$ cat config.mk
export PLATFORM = sky130hd
export DESIGN_NAME = serial_tx_engine
export DESIGN_NICKNAME = d
export VERILOG_FILES = /design/src/rtl/serial_tx_pkg.sv /design/src/rtl/serial_tx_fifo.sv /design/src/rtl/serial_tx_shifter.sv /design/src/rtl/serial_tx_engine.sv
export SDC_FILE = /design/constraint.sdc
export NUM_CORES = 1
export LEC_CHECK = 0
export ABC_AREA = 1
export BUFFER_PORTS_ARGS = -buffer_cell sky130_fd_sc_hd__buf_2
export CORE_MARGIN = 4
export CORE_UTILIZATION = 61
export DETAILED_ROUTE_END_ITERATION = 16
export GPL_TIMING_DRIVEN = 0
export HOLD_SLACK_MARGIN = 0.06
export PLACE_DENSITY = 0.77
export SLEW_MARGIN = 10
export SYNTH_ARGS = -nofsm -noshare
export SYNTH_HDL_FRONTEND = slang
export SYNTH_SLANG_ARGS = --single-unit
$ cat constraint.sdc
create_clock -name clk -period 5.5 [get_ports clk]
set_input_delay 0.275 -clock clk [delete_from_list [all_inputs] [get_ports clk]]
set_output_delay 0.275 -clock clk [all_outputs]
set_load 0.05 [all_outputs]
$ cat src/rtl/serial_tx_pkg.sv
package serial_tx_pkg;

  localparam int DATA_W = 8;

  typedef enum logic [2:0] {
    ST_IDLE,
    ST_START,
    ST_DATA,
    ST_PAR,
    ST_STOP
  } tx_state_e;

  typedef struct packed {
    logic [1:0] wlen;
    logic       two_stop;
    logic       par_en;
    logic       par_even;
    logic       par_stick;
  } frame_cfg_t;

  // Parity over the active data bits; stick mode gives a constant.
  function automatic logic calc_parity(input logic [DATA_W-1:0] d,
                                       input logic [1:0] wlen,
                                       input logic even,
                                       input logic stick);
    logic [DATA_W-1:0] m;
    m = d & (8'hFF >> (2'd3 - wlen));
    if (stick) return ~even;
    return even ? (^m) : ~(^m);
  endfunction

endpackage

$ cat src/rtl/serial_tx_fifo.sv
module serial_tx_fifo #(
  parameter int DEPTH = 32,
  parameter int DW    = 8
) (
  input  logic                       clk,
  input  logic                       rst_n,
  input  logic                       flush,
  input  logic                       push,
  input  logic [DW-1:0]              push_data,
  input  logic                       pop,
  output logic [DW-1:0]              pop_data,
  output logic [$clog2(DEPTH):0]     level,
  output logic                       full,
  output logic                       empty
);
  localparam int AW = $clog2(DEPTH);
  localparam int LW = AW + 1;

  logic [DW-1:0] mem [DEPTH];
  logic [AW-1:0] wr_ptr, rd_ptr;
  logic [LW-1:0] count;

  function automatic logic [AW-1:0] next_ptr(input logic [AW-1:0] p);
    return (p == AW'(DEPTH - 1)) ? '0 : p + AW'(1);
  endfunction

  always_ff @(posedge clk or negedge rst_n) begin
    if (!rst_n) begin
      wr_ptr <= '0;
      rd_ptr <= '0;
      count  <= '0;
    end else if (flush) begin
      wr_ptr <= '0;
      rd_ptr <= '0;
      count  <= '0;
    end else begin
      if (push) wr_ptr <= next_ptr(wr_ptr);
      if (pop)  rd_ptr <= next_ptr(rd_ptr);
      case ({push, pop})
        2'b10:   count <= count + LW'(1);
        2'b01:   count <= count - LW'(1);
        default: count <= count;
      endcase
    end
  end

  always_ff @(posedge clk) begin
    if (push && !flush) mem[wr_ptr] <= push_data;
  end

  assign pop_data = mem[rd_ptr];
  assign level    = count;
  assign full     = (count == LW'(DEPTH));
  assign empty    = (count == '0);

  AST_FLUSH_EMPTIES: assert property (@(posedge clk) disable iff (!rst_n)
    flush |=> (level == '0));
  AST_NO_POP_EMPTY: assert property (@(posedge clk) disable iff (!rst_n)
    pop |-> !empty);
  AST_LEVEL_BOUND: assert property (@(posedge clk) disable iff (!rst_n)
    (full && !pop && !flush) |=> full);

endmodule

$ cat src/rtl/serial_tx_shifter.sv
module serial_tx_shifter
  import serial_tx_pkg::*;
#(
  parameter int DIV_W   = 16,
  parameter int DIV_MIN = 11
) (
  input  logic              clk,
  input  logic              rst_n,
  input  logic [DIV_W-1:0]  div,
  input  frame_cfg_t        cfg,
  input  logic              avail,
  input  logic [DATA_W-1:0] data,
  output logic              take,
  output logic              line,
  output logic              idle
);
  localparam int CNT_W = DIV_W + 3;

  tx_state_e         state_q;
  logic [CNT_W-1:0]  cnt_q, period_q, stop_q;
  logic [DATA_W-1:0] sreg_q;
  logic [2:0]        bidx_q;
  logic [1:0]        wlen_q;
  logic              par_en_q, par_q, line_q;

  logic [CNT_W-1:0] p_new, stop_new, limit;
  logic             at_end;

  always_comb begin
    p_new = ((div < DIV_W'(DIV_MIN)) ? CNT_W'(DIV_MIN) : CNT_W'(div)) + CNT_W'(2);
    if (!cfg.two_stop)          stop_new = p_new;
    else if (cfg.wlen == 2'd0)  stop_new = p_new + (p_new >> 1);
    else                        stop_new = p_new << 1;
    limit  = (state_q == ST_STOP) ? stop_q : period_q;
    at_end = (cnt_q == limit - CNT_W'(1));
    take   = avail && ((state_q == ST_IDLE) || (state_q == ST_STOP && at_end));
  end

  always_ff @(posedge clk or negedge rst_n) begin
    if (!rst_n) begin
      state_q  <= ST_IDLE;
      cnt_q    <= '0;
      period_q <= CNT_W'(DIV_MIN + 2);
      stop_q   <= CNT_W'(DIV_MIN + 2);
      sreg_q   <= '0;
      bidx_q   <= '0;
      wlen_q   <= '0;
      par_en_q <= 1'b0;
      par_q    <= 1'b0;
      line_q   <= 1'b1;
    end else if (take) begin
      state_q  <= ST_START;
      cnt_q    <= '0;
      period_q <= p_new;
      stop_q   <= stop_new;
      sreg_q   <= data;
      bidx_q   <= '0;
      wlen_q   <= cfg.wlen;
      par_en_q <= cfg.par_en;
      par_q    <= calc_parity(data, cfg.wlen, cfg.par_even, cfg.par_stick);
      line_q   <= 1'b0;
    end else if (state_q != ST_IDLE) begin
      if (at_end) begin
        cnt_q <= '0;
        case (state_q)
          ST_START: begin
            line_q  <= sreg_q[0];
            sreg_q  <= sreg_q >> 1;
            state_q <= ST_DATA;
          end
          ST_DATA: begin
            if (bidx_q == {1'b1, wlen_q}) begin
              line_q  <= par_en_q ? par_q : 1'b1;
              state_q <= par_en_q ? ST_PAR : ST_STOP;
            end else begin
              line_q <= sreg_q[0];
              sreg_q <= sreg_q >> 1;
              bidx_q <= bidx_q + 3'd1;
            end
          end
          ST_PAR: begin
            line_q  <= 1'b1;
            state_q <= ST_STOP;
          end
          default: begin
            line_q  <= 1'b1;
            state_q <= ST_IDLE;
          end
        endcase
      end else begin
        cnt_q <= cnt_q + CNT_W'(1);
      end
    end
  end

  assign line = line_q;
  assign idle = (state_q == ST_IDLE);

  AST_START_LOW: assert property (@(posedge clk) disable iff (!rst_n)
    take |=> (!line && state_q == ST_START));
  AST_IDLE_HIGH: assert property (@(posedge clk) disable iff (!rst_n)
    (state_q == ST_IDLE) |-> line);
  AST_STOP_HIGH: assert property (@(posedge clk) disable iff (!rst_n)
    (state_q == ST_STOP) |-> line);

endmodule

$ cat src/rtl/serial_tx_engine.sv
module serial_tx_engine
  import serial_tx_pkg::*;
#(
  parameter int DEPTH   = 32,
  parameter int DIV_W   = 16,
  parameter int DIV_MIN = 11
) (
  input  logic                   clk,
  input  logic                   rst_n,
  input  logic [DIV_W-1:0]       cfg_div,
  input  logic [1:0]             cfg_wlen,
  input  logic                   cfg_two_stop,
  input  logic                   cfg_par_en,
  input  logic                   cfg_par_even,
  input  logic                   cfg_par_stick,
  input  logic                   cfg_break,
  input  logic                   fifo_flush,
  input  logic                   ovf_clear,
  input  logic                   in_valid,
  input  logic [DATA_W-1:0]      in_data,
  output logic                   in_ready,
  output logic                   tx,
  output logic [$clog2(DEPTH):0] fifo_level,
  output logic                   fifo_full,
  output logic                   fifo_empty,
  output logic                   tx_idle,
  output logic                   thre_irq,
  output logic                   tx_ovf
);
  localparam int LW = $clog2(DEPTH) + 1;

  logic              push, take, line, sh_idle;
  logic [DATA_W-1:0] head;
  logic              ovf_q, thre_q;
  frame_cfg_t        fcfg;

  assign fcfg = '{wlen: cfg_wlen, two_stop: cfg_two_stop, par_en: cfg_par_en,
                  par_even: cfg_par_even, par_stick: cfg_par_stick};

  assign in_ready = !fifo_full;
  assign push     = in_valid && in_ready && !fifo_flush;

  serial_tx_fifo #(.DEPTH(DEPTH), .DW(DATA_W)) fifo_i (
    .clk(clk), .rst_n(rst_n), .flush(fifo_flush),
    .push(push), .push_data(in_data),
    .pop(take), .pop_data(head),
    .level(fifo_level), .full(fifo_full), .empty(fifo_empty)
  );

  serial_tx_shifter #(.DIV_W(DIV_W), .DIV_MIN(DIV_MIN)) shifter_i (
    .clk(clk), .rst_n(rst_n), .div(cfg_div), .cfg(fcfg),
    .avail(!fifo_empty), .data(head),
    .take(take), .line(line), .idle(sh_idle)
  );

  always_ff @(posedge clk or negedge rst_n) begin
    if (!rst_n) begin
      ovf_q  <= 1'b0;
      thre_q <= 1'b0;
    end else begin
      if (in_valid && fifo_full) ovf_q <= 1'b1;
      else if (ovf_clear)        ovf_q <= 1'b0;
      thre_q <= take && (fifo_level == LW'(1)) && !push;
    end
  end

  assign tx       = line && !cfg_break;
  assign tx_idle  = sh_idle && fifo_empty;
  assign thre_irq = thre_q;
  assign tx_ovf   = ovf_q;

  AST_OVF_SET: assert property (@(posedge clk) disable iff (!rst_n)
    (in_valid && !in_ready) |=> tx_ovf);
  AST_THRE_EMPTY: assert property (@(posedge clk) disable iff (!rst_n)
    thre_irq |-> fifo_empty);
  AST_IDLE_LINE: assert property (@(posedge clk) disable iff (!rst_n)
    (tx_idle && !cfg_break) |-> tx);

endmodule

==> flow_metrics.py <==
metrics = {
    "die": {
        "row_count": 62,
        "die_w_um": 178,
        "top_level_pins": 49,
        "die_h_um": 178,
        "fp.dieArea_mm2": 0.0318,
        "initial_core_util": 0.618,
        "design.core.area_mm2": 0.0286,
    },
    "yosys": {
        "synth-edff-count": 256,
        "ranking_of_synthesized_cells_by_area": "sky130_fd_sc_hd__edfxtp_1 43%, sky130_fd_sc_hd__dfrtp_1 12%, sky130_fd_sc_hd__nand2_1 10%",
        "yosysUniqueCellTypes": 49,
        "largest_area_contributor_in_the_netlist": "sky130_fd_sc_hd__edfxtp_1",
        "yosys_warnings": 0,
        "synthCells": 1982,
        "synth_seq_area_share": 0.564,
        "asr_flop_ratio_synth": 0.262,
        "avgSynthCellArea_um2": 8.93,
        "mappedNetlistNets": 2046,
        "netlist_area_mm2": 0.0177,
        "synth_largest_type_area_fraction": 0.435,
        "synth-main-ff-cell": "sky130_fd_sc_hd__edfxtp_1",
        "ys_ff_latch": 347,
    },
    "worst_setup_path": {
        "critical-path-top-cell-by-count": "sky130_fd_sc_hd__nand2_1",
        "critical_path_peak_fanout": 10,
        "path_class": "register to register",
        "reg2regPathDepth": 20,
        "setup.worst_path.start_class": "register",
        "critical_path.slowest_cell": "sky130_fd_sc_hd__dfrtp_1",
        "cp.arrival_ns": 4.36,
        "cp_data_required_time_ns": 5.90,
        "worstPathCellList": "nor2_4 -> buf_2 -> nand3_1 -> nand2_1 -> ha_1 -> nand3_1 -> nor2_2 -> nand2_1 -> nor2_2 -> nand3_1 -> nand2_1 -> nand2_1 -> nor2_1 -> nand3_2 -> o22ai_2 -> nand2_1 -> inv_1 -> buf_2 -> buf_2 -> nor2_1",
        "worst_path_largest_cell_delay_ns": 0.42,
        "crit_path_end_kind": "register",
    },
    "global_routing": {
        "number_of_global_route_vias_before_repair": 14400,
        "grt_util_met1": 0.405,
        "grt.met3_usage": 0.0536,
        "antenna_found_initial": 1,
        "globalRoute.busiestLayer": "met2",
        "maximum_number_of_pins_on_one_net_before_global_route_repair": 52,
        "global_route_wire_length_before_repair_um": 78300,
        "global_route.usage.total": 0.322,
        "groute.layer.met2.usage": 0.546,
        "grt.overflow.total": 0,
    },
    "placement": {
        "hpwlAfterDp_um": 35000,
        "count_of_port_buffers_added_during_placement": 46,
        "gp_routability_congestion": 0.970,
        "placement.cell_area_mm2": 0.0184,
    },
    "cells_and_area": {
        "finish.net_count": 2137,
        "total_non_filler_cell_area_in_the_finished_layout_mm2": 0.0196,
        "nFillCells": 2227,
        "syn_to_final_growth_pct": 10.8,
        "mostFrequentLayoutCells": "480 x sky130_fd_sc_hd__nand2_1, 271 x sky130_fd_sc_hd__nor2_1, 256 x sky130_fd_sc_hd__edfxtp_1",
        "mostFrequentLayoutCell": "sky130_fd_sc_hd__nand2_1",
        "diodes": 0,
        "drive_gt1_frac": 0.0729,
    },
    "timing": {
        "max_freq_ghz": 0.253,
        "hold_slack_ns": 0.0718,
        "max_slew.worst_pin.slew_ns": 1.06,
        "finalSetupTns_ns": 0,
        "timing_max_transition_violations_final": 0,
        "layout_min_cycle_time_ns": 3.96,
        "max-slew-margin-rel": 0.290,
        "skew_ns": 0.0152,
        "final_min_period_over_clock_period": 0.720,
        "finalSetupViolations": 0,
        "finalHoldViolCount": 0,
        "grt_setup_unrepaired": "false",
    },
    "cts": {
        "cts_repair_resize_count": 0,
        "clkTransAtPathRegs_ns": 0.06,
        "clk-insertion-delay-late_ns": 0.53,
        "clock_tree_from_tritoncts": "yes",
        "clock-sinks": 347,
        "cts.path.max_buffers": 3,
        "cts_buffers": 36,
        "cts_root_buf": "sky130_fd_sc_hd__clkbuf_16",
        "htreeDepth": 2,
    },
    "detailed_routing": {
        "drcViolationCount": 0,
        "finalWirelength_um": 50900,
        "vias": 15000,
        "first_pass_iters": 6,
        "detail_route.vias_per_cell": 6.05,
        "antenna_violating_nets_post_route": 0,
        "post_drt_wl_per_cell_um": 20.5,
        "first_iter_violations": 1997,
    },
    "pwr": {
        "ir_drop_mv": 0.380,
        "power_density_mw_per_mm2": 497,
        "leakagePower_nw": 8.06,
    },
    "min_path": {
        "cell_depth_of_the_worst_hold_path": 4,
        "min-delay-path-class": "input pin to register",
    },
    "status": {
        "result_of_the_run": "completed",
    },
    "flow_run": {
        "drv.max_cap_violation_count": 0,
    },
}
## area by class of cell
cell class	count	area [um2]	share of cell area
clock inverter	19	145	0.00740
sequential	347	9970	0.509
tap	384	480	0.0245
buffer	84	372	0.0190
clock buffer	46	980	0.0500
timing repair buffer	53	313	0.0160
inverter	171	643	0.0328
multi-input combinational	1380	6700	0.342
## sequential cells by signal, summed over array words and instances, names as in the netlist
name and cells:
shifter_i.line 1, shifter_i.cnt_q 19, shifter_i.par_q 1, shifter_i.wlen_q 2, shifter_i.period_q 17, shifter_i.bidx_q 3, tx_ovf 1, fifo_i.level 6
fifo_i.wr_ptr 5, shifter_i.state_q 3, fifo_i.rd_ptr 5, shifter_i.sreg_q 8, fifo_i.mem 256, thre_irq 1, shifter_i.par_en_q 1, shifter_i.stop_q 18
## power by group
group | switching, mW | total (mW) | internal [mW]
Sequential | 0.194 | 3.28 | 3.09
Combinational | 2.95 | 4.11 | 1.16
Clock | 1.03 | 2.35 | 1.32
## cells in the mapped netlist (29+ instances only)
| cell type | number |
|---|---|
| sky130_fd_sc_hd__nand4_1 | 29 |
| sky130_fd_sc_hd__nor2_1 | 271 |
| sky130_fd_sc_hd__dfrtp_1 | 84 |
| sky130_fd_sc_hd__o22ai_1 | 35 |
| sky130_fd_sc_hd__a21oi_1 | 42 |
| sky130_fd_sc_hd__xor2_1 | 35 |
| sky130_fd_sc_hd__nand2_1 | 480 |
| sky130_fd_sc_hd__o211ai_1 | 40 |
| sky130_fd_sc_hd__edfxtp_1 | 256 |
| sky130_fd_sc_hd__clkbuf_1 | 61 |
| sky130_fd_sc_hd__nand3_1 | 144 |
| sky130_fd_sc_hd__inv_1 | 168 |
| sky130_fd_sc_hd__o21ai_0 | 175 |
## path summary, 6_finish.rpt
| check | startpoint | endpoint | slack, ns |
|---|---|---|---|
| max | shifter_i.state_q[1] | shifter_i.cnt_q[16] | 1.54 |
| min | cfg_par_even | shifter_i.par_q | 0.07 |
| max reg2reg | shifter_i.state_q[1] | shifter_i.cnt_q[16] | 1.54 |
| min reg2reg | shifter_i.period_q[14] | shifter_i.period_q[14] | 0.48 |
| max in group asynchronous | rst_n | shifter_i.line | 4.44 |
| min in group asynchronous | rst_n | shifter_i.period_q[6] | 0.33 |
## critical path, delay by kind of cell (launching register included)
kind,cells,cell delay [ns]
buffers and inverters,4,0.89
flip-flops,1,0.42
AND/OR/NAND/NOR,14,2.01
AO/OA/AOI/OAI,1,0.21
adder cells (fa/ha/maj),1,0.28
## repair_timing
| item | CTS | global route |
|---|---|---|
| buffers inserted | 0 | 0 |
| hold buffers | 6 | 0 |
| hold endpoints to repair | 50 | 0 |
## through the flow
stage	instances	setup slack (ns)	power, mW	util
finish	2484	1.54	9.75	0.685
global route	2484	1.12	10.3	0.685
CTS	2484	1.57	9.65	0.685
detailed placement	2413	1.41	7.31	0.644
global placement	2412	1.60	7.19	0.643
floorplan	1982	1.83	6.07	-
## kinds of logic after synthesis
logic type | share of synthesized area
fa+ha+maj | 0.0198
compound gates | 0.106
mux | 0.00226
flops | 0.564
xor+xnor | 0.0221
simple gates | 0.229
buf+inv | 0.0574
## metal layers
| layer | vias up | wire length, um |
|---|---|---|
| met5 | - | 13 |
| met4 | 2 | 2720 |
| met3 | 202 | 4840 |
| met2 | 865 | 24500 |
| met1 | 7046 | 18900 |
| li1 | 6903 | - |
No activity file was read; power rests on OpenSTA's default activity.
